==> config.mk <==
export PLATFORM = sky130hd
export DESIGN_NAME = psram_refresh_top
export DESIGN_NICKNAME = d
export VERILOG_FILES = /design/src/rtl/psram_refresh_pkg.sv /design/src/rtl/psram_refresh_ctrl.sv /design/src/rtl/psram_refresh_dp.sv /design/src/rtl/psram_refresh_top.sv
export SDC_FILE = /design/constraint.sdc
export NUM_CORES = 1
export LEC_CHECK = 0
export BUFFER_PORTS_ARGS = -buffer_cell sky130_fd_sc_hd__buf_4
export CORE_MARGIN = 8
export CORE_UTILIZATION = 55
export DETAILED_ROUTE_END_ITERATION = 7
export PLACE_DENSITY_LB_ADDON = 0.1
export SLEW_MARGIN = 10
export SYNTH_ARGS = -nofsm -noshare
export SYNTH_HDL_FRONTEND = slang
export SYNTH_HIERARCHICAL = 1
export SYNTH_SLANG_ARGS = --single-unit
==> constraint.sdc <==
create_clock -name clk -period 3 [get_ports clk]
set_input_delay 0.3 -clock clk [delete_from_list [all_inputs] [get_ports clk]]
set_output_delay 0.3 -clock clk [all_outputs]
set_load 0.02 [all_outputs]
==> src/rtl/psram_refresh_pkg.sv <==
package psram_refresh_pkg;

  typedef enum logic [1:0] {
    MODE_IDLE    = 2'd0,
    MODE_MEASURE = 2'd1,
    MODE_SELF    = 2'd2
  } refMode_e;

  typedef struct packed {
    logic strobeExt;
    logic strobeInt;
    logic flagBad;
  } refCmd_t;

endpackage

==> src/rtl/psram_refresh_ctrl.sv <==
module psram_refresh_ctrl
  import psram_refresh_pkg::*;
#(
  parameter int AUTO_MAX_CYC = 8,
  parameter int SELF_MIN_CYC = 32,
  parameter int PERIOD       = 16
) (
  input  logic     clk,
  input  logic     rstN,
  input  logic     ceN,
  input  logic     rfshN,
  output refCmd_t  cmd,
  output refMode_e mode
);

  localparam int WW = $clog2(SELF_MIN_CYC + 1);
  localparam int TW = $clog2(PERIOD + 1);
  localparam logic [WW-1:0] AUTO_LIM  = WW'(AUTO_MAX_CYC);
  localparam logic [WW-1:0] SELF_LAST = WW'(SELF_MIN_CYC - 1);
  localparam logic [TW-1:0] TICK_LAST = TW'(PERIOD - 1);

  refMode_e      stQ, stD;
  logic [WW-1:0] widthQ, widthD;
  logic [TW-1:0] timerQ, timerD;
  logic          ceQ, rfQ;

  always_comb begin
    cmd    = '0;
    stD    = stQ;
    widthD = widthQ;
    timerD = timerQ;
    case (stQ)
      MODE_IDLE: begin
        if (ceQ && !ceN && rfshN) begin
          cmd.strobeExt = 1'b1;
        end else if (ceN && rfQ && !rfshN) begin
          stD    = MODE_MEASURE;
          widthD = WW'(1);
        end
      end
      MODE_MEASURE: begin
        if (!ceN) begin
          stD = MODE_IDLE;
        end else if (rfshN) begin
          stD = MODE_IDLE;
          if (widthQ <= AUTO_LIM) cmd.strobeInt = 1'b1;
          else                    cmd.flagBad   = 1'b1;
        end else if (widthQ == SELF_LAST) begin
          stD    = MODE_SELF;
          timerD = '0;
        end else begin
          widthD = widthQ + WW'(1);
        end
      end
      MODE_SELF: begin
        if (rfshN) begin
          stD = MODE_IDLE;
        end else if (timerQ == TICK_LAST) begin
          cmd.strobeInt = 1'b1;
          timerD        = '0;
        end else begin
          timerD = timerQ + TW'(1);
        end
      end
      default: stD = MODE_IDLE;
    endcase
  end

  always_ff @(posedge clk or negedge rstN) begin
    if (!rstN) begin
      stQ    <= MODE_IDLE;
      widthQ <= '0;
      timerQ <= '0;
      ceQ    <= 1'b1;
      rfQ    <= 1'b1;
    end else begin
      stQ    <= stD;
      widthQ <= widthD;
      timerQ <= timerD;
      ceQ    <= ceN;
      rfQ    <= rfshN;
    end
  end

  assign mode = stQ;

endmodule

==> src/rtl/psram_refresh_dp.sv <==
module psram_refresh_dp
  import psram_refresh_pkg::*;
#(
  parameter int ADDR_W = 18,
  parameter int ROWS   = 2048,
  parameter int ROW_W  = 11,
  parameter int COL_W  = 7
) (
  input  logic              clk,
  input  logic              rstN,
  input  refCmd_t           cmd,
  input  logic [ADDR_W-1:0] addrIn,
  output logic [ROW_W-1:0]  rowAddr,
  output logic              rowStrobe,
  output logic              rowSrcInt,
  output logic              badPulse
);

  localparam logic [ROW_W-1:0] ROW_LAST = ROW_W'(ROWS - 1);

  logic [ROW_W-1:0] cntQ, cntNext, extRow, selRow;

  assign extRow  = addrIn[ADDR_W-1:COL_W];
  assign cntNext = (cntQ == ROW_LAST) ? '0 : cntQ + ROW_W'(1);
  assign selRow  = cmd.strobeInt ? cntQ : extRow;

  always_ff @(posedge clk or negedge rstN) begin
    if (!rstN) begin
      cntQ      <= '0;
      rowAddr   <= '0;
      rowStrobe <= 1'b0;
      rowSrcInt <= 1'b0;
      badPulse  <= 1'b0;
    end else begin
      rowStrobe <= cmd.strobeExt | cmd.strobeInt;
      badPulse  <= cmd.flagBad;
      if (cmd.strobeExt | cmd.strobeInt) begin
        rowAddr   <= selRow;
        rowSrcInt <= cmd.strobeInt;
      end
      if (cmd.strobeInt) cntQ <= cntNext;
    end
  end

endmodule

==> src/rtl/psram_refresh_top.sv <==
module psram_refresh_top
  import psram_refresh_pkg::*;
#(
  parameter int ADDR_W         = 18,
  parameter int ROWS           = 2048,
  parameter int AUTO_MAX_CYC   = 8,
  parameter int SELF_MIN_CYC   = 32,
  parameter int REF_WINDOW_CYC = 32768,
  localparam int ROW_W  = $clog2(ROWS),
  localparam int COL_W  = ADDR_W - ROW_W,
  localparam int PERIOD = REF_WINDOW_CYC / ROWS
) (
  input  logic              clk,
  input  logic              rstN,
  input  logic              ceN,
  input  logic              rfshN,
  input  logic [ADDR_W-1:0] addrIn,
  output logic [ROW_W-1:0]  rowAddr,
  output logic              rowStrobe,
  output logic              rowSrcInt,
  output logic              badPulse,
  output logic [1:0]        refMode
);

  refCmd_t  cmd;
  refMode_e mode;

  psram_refresh_ctrl #(
    .AUTO_MAX_CYC(AUTO_MAX_CYC),
    .SELF_MIN_CYC(SELF_MIN_CYC),
    .PERIOD      (PERIOD)
  ) u_ctrl (
    .clk  (clk),
    .rstN (rstN),
    .ceN  (ceN),
    .rfshN(rfshN),
    .cmd  (cmd),
    .mode (mode)
  );

  psram_refresh_dp #(
    .ADDR_W(ADDR_W),
    .ROWS  (ROWS),
    .ROW_W (ROW_W),
    .COL_W (COL_W)
  ) u_dp (
    .clk      (clk),
    .rstN     (rstN),
    .cmd      (cmd),
    .addrIn   (addrIn),
    .rowAddr  (rowAddr),
    .rowStrobe(rowStrobe),
    .rowSrcInt(rowSrcInt),
    .badPulse (badPulse)
  );

  assign refMode = mode;

endmodule

==> out/summary.log, run 1 <==
[clock_network] number of buffers inserted by hold repair at cts 1
[yosys] Synth Area in Simple Gates 0.187
[yosys] yosys synthesis warning count 6
[timing] slew at the pin closest to its max-slew limit 0.485 ns
[floorplan] effective utilization at floorplan 0.570
[yosys] average cell area after synthesis 10.3 um2
[place] post-detailed-placement half-perimeter wirelength 3110 um
[yosys] area share of fa/ha/maj cells after synthesis 0.0420
[flow_run] max-capacitance violation count 0
[drt] Routed wire per std cell 14.7 um
[power] leakage power total 1.07 nW
[yosys] dominant combinational cell family by area after synthesis simple AND/OR/NAND/NOR gates
[yosys] sequential fraction of the synthesis area 0.481
[clock_network] total CTS buffers 5
[drt] detailed-route DRC error count 0
[finish] count of fill cells added during filler insertion 300
[yosys] multiplexer share of the synthesized area 0.0684
[place] Final Wtd Congestion 0.797
[drt] overall routed net length 4200 um
[clock_network] CTS tree done
[critical_path] cell with the largest stage delay on the worst path sky130_fd_sc_hd__nor4_1
[floorplan] height of the die 77.6 um
[yosys] complex-gate fraction of the synthesized area 0.154
[yosys] post-synthesis xor/xnor area fraction 0.0252
[power] Reg power frac 0.440
[power] switching share of total power 0.370
[floorplan] Row Count 22
[finish] number of inserted diodes 0
[finish] total number of nets in the final design 266
[finish] layout cell share with drive strength beyond 1 0.227
[floorplan] die extent in x 77.6 um
[place] pre-CTS setup slack 0.542 ns
[critical_path] Worst setup EP type register
[hold_path] HP Class input pin to register
[clock_network] Clock Root Buffer sky130_fd_sc_hd__clkbuf_8
[critical_path] list of cells traversed by the critical path inv_1, ha_1, nand3_1, a2111oi_0, o21a_1, nand4_1, nor4_1, nor2_1
[global_routing] first-pass GRT wire length 7340 um
[critical_path] Setup crit start kind register
[clock_network] post-CTS sizing 0
[floorplan] number of ports placed on the die boundary 38
[finish] signed area change from the synthesized netlist to the final layout 17.8%
[drt] Initial DRT Pass Iterations 4
[power] cell internal pwr 1.18 mW
[place] total of buffers placed on input and output ports 30
[critical_path] data arrival time at the worst-slack endpoint 2.65 ns
[clock_network] number of post-CTS setup repair buffers 0
[clock_network] Clock Sink Count 40
[critical_path] startpoint-to-endpoint class of the critical path register to register
[power] IR Drop Worst-Case VDD 0.422 mV
[global_routing] antenna violations before repair 0
[finish] fin area 2460 um2
[yosys] count of distinct cell types in the synthesized netlist 50
[power] Pwr per Cell Area 762 nW/um2
[drt] count of nets left with antenna violations after detail routing 0
[critical_path] CP Buf/Inv Count 1
[critical_path] Top delay family on crit path simple AND/OR/NAND/NOR gates
[floorplan] standard cell core area 3660 um2
[clock_network] count of H-tree levels built during CTS 2
[yosys] post-synthesis cell area 2090 um2
[critical_path] top fanout value on the critical path 5
[clock_network] clock insertion delay at the later pin of the skew report 0.29 ns
[global_routing] overflow left after global routing 0
[critical_path] Crit path required time 3.16 ns
[drt] total number of vias 1,601
[power] combinational cell fraction of total power 0.366
[timing] worst hold slack 0.164 ns
[yosys] async set or reset register ratio after synthesis 1.00
[floorplan] Die Outline Area 6020 um2
[timing] highest clock frequency the design can meet 402 MHz
[timing] max-slew violation count 0
[clock_network] clock transition at the registers of the reported paths 0.08 ns
[yosys] number of flops mapped to enable cells by yosys 0
[finish] post-route non-filler standard cell count 286
[run_status] run status complete, no violations
[drt] Via density 5.60
[timing] endpoints failing hold 0
[place] number of placed instances with taps included 277
[global_routing] largest net degree at the start of global routing 41
[yosys] flip-flop cell with the highest count after synthesis sky130_fd_sc_hd__dfrtp_1
[timing] RSZ-0062 raised after global routing false
[timing] post-route fraction of the period consumed by the critical path 0.830
[yosys] Syn Inst Count 203
[yosys] number of flip-flops and latches in the synthesized netlist 40
[timing] final worst slack 0.510 ns
[power] net load switching power 0.692 mW
[timing] crit path time final 2.49 ns
[critical_path] Max stage delay on crit path 0.52 ns
[timing] Setup Total Neg Slack 0 ns
[global_routing] via count of the first global-routing pass 1,636
[clock_network] buffers from clock root to sink, at most 2
[drt] DRT iter0 DRCs 97
[yosys] Post-Syn Nets 232
[timing] Post-Route Skew 0.00772 ns
[place] total cell area at the placement stage 2360 um2
[power] clock network fraction of total power 0.193
[timing] Slew Limit Headroom 0.674
[global_routing] gr usage total 0.147
[timing] count of final setup violators 0
## power by group through the flow
stage	clock (mW)	combinational (mW)	sequential (mW)
6_report	0.362	0.686	0.825
5_1_grt	0.393	0.752	0.849
4_1_cts	0.376	0.698	0.826
3_5_place_dp	0	0.697	0.835
3_3_place_gp	0	0.672	0.824
2_1_floorplan	0	0.338	0.915
## registers in the layout, summed over array words and instances, names as in the netlist
name / count
u_ctrl/ceQ: 1
u_ctrl/mode: 2
u_ctrl/rfQ: 1
u_ctrl/timerQ: 5
u_ctrl/widthQ: 6
u_dp/badPulse: 1
u_dp/cntQ: 11
u_dp/rowAddr: 11
u_dp/rowSrcInt: 1
u_dp/rowStrobe: 1
## layer usage
metal / vias to the layer above / GRT usage / wire [um]
li1: 801 / - / -
met1: 773 / 0.158 / 1740
met2: 18 / 0.257 / 2220
met3: 9 / 0.0461 / 149
met4: 0 / 0.0679 / 87
met5: - / 0 / 0
## worst reg2reg max path, stage by stage (launching register included)
cell and delay [ns]:
sky130_fd_sc_hd__dfrtp_1 0.42, sky130_fd_sc_hd__inv_1 0.10, sky130_fd_sc_hd__ha_1 0.17, sky130_fd_sc_hd__nand3_1 0.10, sky130_fd_sc_hd__a2111oi_0 0.45, sky130_fd_sc_hd__o21a_1 0.29, sky130_fd_sc_hd__nand4_1 0.22, sky130_fd_sc_hd__nor4_1 0.52
sky130_fd_sc_hd__nor2_1 0.10
## placed cells by master, fill, tap and decap left out, types with 3 or more instances in the layout
cell and n:
sky130_fd_sc_hd__o21ai_0 20, sky130_fd_sc_hd__a21o_1 3, sky130_fd_sc_hd__mux2i_1 12, sky130_fd_sc_hd__inv_1 14
sky130_fd_sc_hd__nand2_1 21, sky130_fd_sc_hd__nand3_1 10, sky130_fd_sc_hd__xor2_1 3, sky130_fd_sc_hd__buf_4 33
sky130_fd_sc_hd__o22ai_1 3, sky130_fd_sc_hd__nor3_1 4, sky130_fd_sc_hd__xnor2_1 3, sky130_fd_sc_hd__ha_1 7
sky130_fd_sc_hd__dfrtp_1 38, sky130_fd_sc_hd__nand4_1 6, sky130_fd_sc_hd__clkbuf_8 6, sky130_fd_sc_hd__a21oi_1 6
sky130_fd_sc_hd__nor2_1 6
## cells in the mapped netlist, drive strengths merged (2+ instances only)
| library cell | count | area [um2] |
|---|---|---|
| nand4 | 7 | 58.8 |
| mux2i | 12 | 120 |
| or2 | 2 | 12.5 |
| nand3 | 10 | 50.1 |
| nor2 | 7 | 33.8 |
| nand3b | 3 | 35.0 |
| dfrtp | 38 | 951 |
| xor2 | 3 | 26.3 |
| or3 | 3 | 21.3 |
| o22ai | 3 | 18.8 |
| nand2b | 2 | 12.5 |
| dfstp | 2 | 52.6 |
| nand2 | 22 | 85.1 |
| buf | 4 | 25.0 |
| o21ai | 21 | 105 |
| inv | 14 | 52.6 |
| o21a | 2 | 15.0 |
| mux2 | 2 | 22.5 |
| nor3 | 4 | 20.0 |
| a21oi | 6 | 30.0 |
| a21o | 3 | 22.5 |
| clkbuf | 3 | 11.3 |
| ha | 7 | 87.6 |
| or4 | 2 | 15.0 |
| xnor2 | 3 | 26.3 |
## worst paths after layout
path	start	to	slack, ns	cells past startpoint
setup / recovery	u_ctrl/mode[1]	u_dp/cntQ[3]	0.51	8
hold / removal	ceN	u_ctrl/ceQ	0.16	1
setup reg to reg	u_ctrl/mode[1]	u_dp/cntQ[3]	0.51	8
hold reg to reg	u_dp/rowSrcInt	u_dp/rowSrcInt	0.49	1
max in group asynchronous	rstN	u_ctrl/ceQ	2.12	2
min in group asynchronous	rstN	u_dp/badPulse	0.51	2
## kinds of logic (layout without fill, tap and decap cells)
logic type,Yosys count,count (layout)
adders and majority gates,7,7
AOI/OAI and AO/OA,48,48
and+or+nand+nor,67,67
xor gates and xnor gates,6,6
muxes,14,14
DFF,40,40
buffers and inverters,21,56
## area by class of cell
class                           count  area, um2  share of cell area
Tap cell                           48       60.1              0.0244
Sequential cell                    40       1000               0.408
Timing Repair Buffer               34        258               0.105
Multi-Input combinational cell    142        993               0.404
Inverter                           14       52.6              0.0214
Clock buffer                        8       90.1              0.0367
## stage by stage
stage | power [mW] | util
3_5_place_dp | 1.53 | 0.644
5_1_grt | 1.99 | 0.671
6_report | 1.87 | 0.671
2_1_floorplan | 1.25 | -
3_3_place_gp | 1.50 | 0.644
4_1_cts | 1.90 | 0.671
(Power assumes the default switching activity.)
==> run 2: changes to the inputs <==
==> constraint.sdc (replaced) <==
create_clock -name clk -period 2.5 [get_ports clk]
set_input_delay 0.25 -clock clk [delete_from_list [all_inputs] [get_ports clk]]
set_output_delay 0.25 -clock clk [all_outputs]
set_load 0.02 [all_outputs]
==> run 2 against run 1 <==
Net effect:
- hold slack got worse by 0.045 ns
- clock-buffer cell count did not move
- sequential power rose by 20%
- combinational power rose by 21%
- non-clock buffer count rose by 2
- via count rose by 3.2%
- critical path type unchanged
- critical endpoint is now u_dp/cntQ[5]
- largest power group unchanged
==> out/summary.log, run 2 (synthesized netlist as in run 1, its figures left out) <==
[run_status] run status complete, no violations [unchanged]
[timing] Slew Limit Headroom 0.667 [was 0.674]
[place] Final Wtd Congestion 0.802 [was 0.797]
[critical_path] reg2reg path depth 8 [unchanged]
[floorplan] height of the die 77.6 um [unchanged]
[critical_path] Setup crit start kind register [unchanged]
[finish] fin area 2480 um2 [was 2460 um2]
[timing] highest clock frequency the design can meet 423 MHz [was 402 MHz]
[power] Pwr per Cell Area 912 nW/um2 [was 762 nW/um2]
[timing] max-slew violation count 0 [unchanged]
[timing] final worst slack 0.133 ns [was 0.510 ns]
[critical_path] data arrival time at the worst-slack endpoint 2.58 ns [was 2.65 ns]
[global_routing] largest net degree at the start of global routing 41 [unchanged]
[finish] total number of nets in the final design 268 [was 266]
[drt] Initial DRT Pass Iterations 4 [unchanged]
[floorplan] effective utilization at floorplan 0.570 [unchanged]
[global_routing] overflow left after global routing 0 [unchanged]
[clock_network] clock transition at the registers of the reported paths 0.07 ns [was 0.08 ns]
[timing] Setup Total Neg Slack 0 ns [unchanged]
[finish] commonest cells after routing, fill and taps aside 38 x sky130_fd_sc_hd__dfrtp_1, 35 x sky130_fd_sc_hd__buf_4, 21 x sky130_fd_sc_hd__nand2_1 [was 38 x sky130_fd_sc_hd__dfrtp_1, 33 x sky130_fd_sc_hd__buf_4, 21 x sky130_fd_sc_hd__nand2_1]
[floorplan] Row Count 22 [unchanged]
[clock_network] CTS tree done [unchanged]
[floorplan] Die Outline Area 6020 um2 [unchanged]
[floorplan] standard cell core area 3660 um2 [unchanged]
[place] post-detailed-placement half-perimeter wirelength 3340 um [was 3110 um]
[global_routing] first-pass GRT wire length 7860 um [was 7340 um]
[timing] endpoints failing hold 0 [unchanged]
[global_routing] antenna violations before repair 0 [unchanged]
[global_routing] via count of the first global-routing pass 1,729 [was 1,636]
[clock_network] buffers from clock root to sink, at most 2 [unchanged]
[global_routing] gr usage total 0.157 [was 0.147]
[drt] count of nets left with antenna violations after detail routing 0 [unchanged]
[finish] signed area change from the synthesized netlist to the final layout 18.9% [was 17.8%]
[clock_network] total CTS buffers 5 [unchanged]
[critical_path] list of cells traversed by the critical path inv_1, ha_1, nand3_1, a2111oi_1, o21a_1, nand4_1, or3_2, a21oi_1 [was inv_1, ha_1, nand3_1, a2111oi_0, o21a_1, nand4_1, nor4_1, nor2_1]
[place] number of placed instances with taps included 279 [was 277]
[critical_path] cell with the largest stage delay on the worst path sky130_fd_sc_hd__or3_2 [was sky130_fd_sc_hd__nor4_1]
[finish] layout cell share with drive strength beyond 1 0.238 [was 0.227]
[timing] Post-Route Skew 0.00697 ns [was 0.00772 ns]
[clock_network] Clock Sink Count 40 [unchanged]
[finish] most frequent standard cell in the layout excluding fill and tap cells sky130_fd_sc_hd__dfrtp_1 [unchanged]
[drt] overall routed net length 4500 um [was 4200 um]
[clock_network] number of post-CTS setup repair buffers 0 [unchanged]
[floorplan] die extent in x 77.6 um [unchanged]
[power] IR Drop Worst-Case VDD 0.588 mV [was 0.422 mV]
[clock_network] clock insertion delay at the later pin of the skew report 0.29 ns [about the same]
[critical_path] Worst setup EP type register [unchanged]
[drt] DRT iter0 DRCs 99 [was 97]
[timing] slew at the pin closest to its max-slew limit 0.499 ns [was 0.485 ns]
[critical_path] top fanout value on the critical path 5 [unchanged]
[power] overall power consumption 2.26 mW [was 1.87 mW]
[timing] post-route fraction of the period consumed by the critical path 0.947 [was 0.830]
[drt] detailed-route DRC error count 0 [unchanged]
[critical_path] startpoint-to-endpoint class of the critical path register to register [unchanged]
[clock_network] count of H-tree levels built during CTS 2 [unchanged]
[hold_path] HP Class input pin to register [unchanged]
[timing] crit path time final 2.37 ns [was 2.49 ns]
[critical_path] Crit path required time 2.71 ns [was 3.16 ns]
[finish] largest registers ranked by flip-flop count u_dp/cntQ (11), u_dp/rowAddr (11), u_ctrl/widthQ (6) [unchanged]
[timing] count of final setup violators 0 [unchanged]
[drt] Routed wire per std cell 15.6 um [was 14.7 um]
[place] pre-CTS setup slack 0.0830 ns [was 0.542 ns]
[drt] Via density 5.74 [was 5.60]
[power] leakage power total 1.08 nW [was 1.07 nW]
[drt] total number of vias 1,653 [was 1,601]
[floorplan] number of ports placed on the die boundary 38 [unchanged]
[finish] post-route non-filler standard cell count 288 [was 286]
[flow_run] max-capacitance violation count 0 [unchanged]
[place] total of buffers placed on input and output ports 30 [unchanged]
[finish] number of inserted diodes 0 [unchanged]
[hold_path] worst hold path cell count 1 [unchanged]
[place] total cell area at the placement stage 2370 um2 [was 2360 um2]
[clock_network] Clock Root Buffer sky130_fd_sc_hd__clkbuf_8 [unchanged]
[critical_path] Max stage delay on crit path 0.45 ns [was 0.52 ns]
[timing] RSZ-0062 raised after global routing false [unchanged]
-- run 2: cell count changes in the layout (fill, tap and decap cells not counted), sizes merged --
cell	change
buf	+2
-- run 2: critical path, delay by kind of cell, from the launching register on --
family	cells	cell delay, ns
AOI/OAI and AO/OA	3	0.90
and+or+nand+nor	3	0.72
DFF	1	0.41
adders and majority gates	1	0.17
buffers and inverters	1	0.09
-- run 2: final cells by class --
type	count	area [um2]
Inverter	14	52.6
Timing Repair Buffer	36	273
Sequential cell	40	1000
Fill cell	292	1180
Multi-Input combinational cell	142	1000
Tap cell	48	60.1
Clock buffer	8	90.1
-- run 2: worst paths after layout --
| check | startpoint | endpoint | slack [ns] |
|---|---|---|---|
| min in group asynchronous | rstN | u_ctrl/widthQ[2] | 0.46 |
| min reg2reg | u_dp/rowSrcInt | u_dp/rowSrcInt | 0.51 |
| max | u_ctrl/mode[1] | u_dp/cntQ[5] | 0.13 |
| max in group asynchronous | rstN | u_ctrl/ceQ | 1.66 |
| min | ceN | u_ctrl/ceQ | 0.12 |
| max reg2reg | u_ctrl/mode[1] | u_dp/cntQ[5] | 0.13 |
-- run 2: report_power, final --
group	switching, mW	internal (mW)	leakage (nW)
logic	0.459	0.372	0.533
registers	0.174	0.820	0.504
clock network	0.212	0.225	0.0455
total	0.845	1.42	1.08
-- run 2: stage by stage --
stage | util | hold WS, ns
finish | 0.677 | 0.120
global route | 0.677 | 0.110
CTS | 0.675 | 0.109
floorplan | - | -0.0456
detailed placement | 0.648 | 0.258
global placement | 0.648 | 0.245
-- run 2: timing repair --
item,4_1_cts,5_1_grt
gates resized for setup,0,2
endpoints found under the hold margin,38,0
setup endpoints to repair,0,4
hold buffers,1,0
-- run 2: per-layer routing --
metal,vias up,global-route usage,part of all wire
met4,0,0.0566,0.012
met5,-,0,0
li1,804,-,-
met3,7,0.0438,0.033
met1,822,0.165,0.41
met2,20,0.290,0.55
==> run 3: changes to the inputs <==
--- a/config.mk
+++ b/config.mk
@@ -5,10 +5,11 @@
 export SDC_FILE = /design/constraint.sdc
 export NUM_CORES = 1
 export LEC_CHECK = 0
-export BUFFER_PORTS_ARGS = -buffer_cell sky130_fd_sc_hd__buf_4
+export BUFFER_PORTS_ARGS = -buffer_cell sky130_fd_sc_hd__buf_2
 export CORE_MARGIN = 8
 export CORE_UTILIZATION = 55
 export DETAILED_ROUTE_END_ITERATION = 7
+export HOLD_SLACK_MARGIN = 0.03
 export PLACE_DENSITY_LB_ADDON = 0.1
 export SLEW_MARGIN = 10
 export SYNTH_ARGS = -nofsm -noshare
==> run 3 against run 2 <==
Net effect:
- global-route usage shrank 0.85 points
- wire length fell by 4.8%
- highest routed layer unchanged
- power fell by 3.5%
- via count fell by 0.54%
- sequential share of layout area rose by 1.4 points
- critical endpoint unchanged
- clock-buffer cell count is the same
==> out/summary.log, run 3 (synthesized netlist as in run 1, its figures left out) <==
[clock_network] number of post-CTS setup repair buffers 0 [unchanged]
[critical_path] Worst setup EP type register [unchanged]
[timing] Post-Route Skew 0.00197 ns [was 0.00697 ns]
[timing] Setup Total Neg Slack 0 ns [unchanged]
[critical_path] worst reg-to-reg setup slack 0.23 ns [was 0.13 ns]
[floorplan] die extent in x 77.6 um [unchanged]
[critical_path] reg2reg path depth 8 [unchanged]
[clock_network] Clock Root Buffer sky130_fd_sc_hd__clkbuf_8 [unchanged]
[finish] most frequent standard cell in the layout excluding fill and tap cells sky130_fd_sc_hd__dfrtp_1 [unchanged]
[floorplan] Row Count 22 [unchanged]
[place] number of placed instances with taps included 279 [unchanged]
[finish] post-route non-filler standard cell count 287 [was 288]
[hold_path] HP Class input pin to asynchronous set/reset pin [was input pin to register]
[global_routing] antenna violations before repair 0 [unchanged]
[clock_network] clock transition at the registers of the reported paths 0.07 ns [about the same]
[floorplan] Die Outline Area 6020 um2 [unchanged]
[flow_run] max-capacitance violation count 0 [unchanged]
[timing] count of final setup violators 0 [unchanged]
[critical_path] data arrival time at the worst-slack endpoint 2.49 ns [was 2.58 ns]
[floorplan] standard cell core area 3660 um2 [unchanged]
[timing] slew at the pin closest to its max-slew limit 0.864 ns [was 0.499 ns]
[place] Final Wtd Congestion 0.840 [was 0.802]
[finish] commonest cells after routing, fill and taps aside 38 x sky130_fd_sc_hd__dfrtp_1, 30 x sky130_fd_sc_hd__buf_2, 21 x sky130_fd_sc_hd__nand2_1 [was 38 x sky130_fd_sc_hd__dfrtp_1, 35 x sky130_fd_sc_hd__buf_4, 21 x sky130_fd_sc_hd__nand2_1]
[drt] detailed-route DRC error count 0 [unchanged]
[finish] Final Util 0.654 [was 0.677]
[global_routing] overflow left after global routing 0 [unchanged]
[drt] count of nets left with antenna violations after detail routing 0 [unchanged]
[place] total of buffers placed on input and output ports 30 [unchanged]
[timing] RSZ-0062 raised after global routing false [unchanged]
[timing] max-slew violation count 0 [unchanged]
[critical_path] top fanout value on the critical path 6 [was 5]
[clock_network] buffers from clock root to sink, at most 2 [unchanged]
[clock_network] count of H-tree levels built during CTS 2 [unchanged]
[global_routing] largest net degree at the start of global routing 41 [unchanged]
[finish] signed area change from the synthesized netlist to the final layout 14.9% [was 18.9%]
[critical_path] launching instance or port of the critical path u_ctrl/widthQ[0] [was u_ctrl/mode[1]]
[drt] Initial DRT Pass Iterations 4 [unchanged]
[global_routing] via count of the first global-routing pass 1,701 [was 1,729]
[drt] Routed wire per std cell 14.9 um [was 15.6 um]
[critical_path] reg-to-reg endpoint u_dp/cntQ[5] [unchanged]
[drt] overall routed net length 4290 um [was 4500 um]
[critical_path] Critical Path End u_dp/cntQ[5] [unchanged]
[critical_path] worst reg2reg startpoint u_ctrl/widthQ[0] [was u_ctrl/mode[1]]
[timing] highest clock frequency the design can meet 440 MHz [was 423 MHz]
[global_routing] first-pass GRT wire length 7350 um [was 7860 um]
[finish] total number of nets in the final design 267 [was 268]
[drt] DRT iter0 DRCs 103 [was 99]
[clock_network] total CTS buffers 5 [unchanged]
[global_routing] gr usage total 0.149 [was 0.157]
[power] leakage power total 1.06 nW [was 1.08 nW]
[timing] endpoints failing hold 0 [unchanged]
[floorplan] effective utilization at floorplan 0.570 [unchanged]
[finish] number of inserted diodes 0 [unchanged]
[timing] post-route fraction of the period consumed by the critical path 0.908 [was 0.947]
[power] Pwr per Cell Area 911 nW/um2 [was 912 nW/um2]
[power] IR Drop Worst-Case VDD 0.507 mV [was 0.588 mV]
[critical_path] Setup crit start kind register [unchanged]
[floorplan] height of the die 77.6 um [unchanged]
[drt] total number of vias 1,644 [was 1,653]
[run_status] run status complete, no violations [unchanged]
[clock_network] CTS tree done [unchanged]
[place] total cell area at the placement stage 2300 um2 [was 2370 um2]
[finish] fin area 2400 um2 [was 2480 um2]
[finish] layout cell share with drive strength beyond 1 0.243 [was 0.238]
[clock_network] clock insertion delay at the later pin of the skew report 0.29 ns [about the same]
[finish] largest registers ranked by flip-flop count u_dp/cntQ (11), u_dp/rowAddr (11), u_ctrl/widthQ (6) [unchanged]
[critical_path] Crit path required time 2.72 ns [was 2.71 ns]
[floorplan] number of ports placed on the die boundary 38 [unchanged]
[critical_path] startpoint-to-endpoint class of the critical path register to register [unchanged]
[clock_network] Clock Sink Count 40 [unchanged]
[timing] Slew Limit Headroom 0.424 [was 0.667]
[place] post-detailed-placement half-perimeter wirelength 3210 um [was 3340 um]
[drt] Via density 5.73 [was 5.74]
[timing] crit path time final 2.27 ns [was 2.37 ns]
-- run 3: worst min path at each step --
stage	from	to	slack [ns]	cells after the start
6_report	rstN	u_ctrl/widthQ[2]	0.07	1
5_1_grt	ceN	u_ctrl/ceQ	0.13	1
4_1_cts	rstN	u_ctrl/widthQ[2]	0.10	1
3_5_place_dp	rstN	u_ctrl/widthQ[0]	0.42	1
3_3_place_gp	rstN	u_ctrl/widthQ[2]	0.41	1
2_1_floorplan	rstN	u_ctrl/mode[0]	-0.05	0
-- run 3: per-layer routing --
layer | global-route usage | vias to the layer above | share of wire
li1 | - | 802 | -
met1 | 0.156 | 809 | 0.41
met2 | 0.266 | 23 | 0.54
met3 | 0.0357 | 10 | 0.032
met4 | 0.0830 | 0 | 0.020
met5 | 0 | - | 0
-- run 3: critical path, stage by stage, from the launching register on --
cell	delay, ns
sky130_fd_sc_hd__dfrtp_1	0.43
sky130_fd_sc_hd__inv_1	0.09
sky130_fd_sc_hd__ha_1	0.15
sky130_fd_sc_hd__nand2_1	0.07
sky130_fd_sc_hd__a2111oi_1	0.42
sky130_fd_sc_hd__o21a_2	0.25
sky130_fd_sc_hd__nand4_1	0.18
sky130_fd_sc_hd__or3_2	0.46
sky130_fd_sc_hd__a21oi_1	0.14
-- run 3: repair_timing --
item                       4_1_cts  5_1_grt
hold buffers                     0        0
setup endpoints to repair        0        5
gates resized for setup          0        3
-- run 3: final cells by class --
| cell class | instances | area [um2] |
|---|---|---|
| inverters | 14 | 52.6 |
| flip-flops and latches | 40 | 1000 |
| repair buffers | 35 | 188 |
| fillers | 305 | 1260 |
| clock buffers | 8 | 90.1 |
| multi-input cells | 142 | 1000 |
| well taps | 48 | 60.1 |
-- run 3: report_power, final --
part	total (mW)	switching [mW]	internal [mW]
logic	0.769	0.459	0.310
registers	0.986	0.166	0.820
clock network	0.428	0.204	0.225
-- run 3: through the flow --
step                power (mW)  hold WS (ns)  worst slack, ns
CTS                       2.21         0.104           0.0888
detailed placement        1.77         0.420            0.103
finish                    2.18        0.0680            0.229
global placement          1.72         0.407            0.168
global route              2.32         0.130          0.00552
floorplan                 1.50       -0.0456            0.145
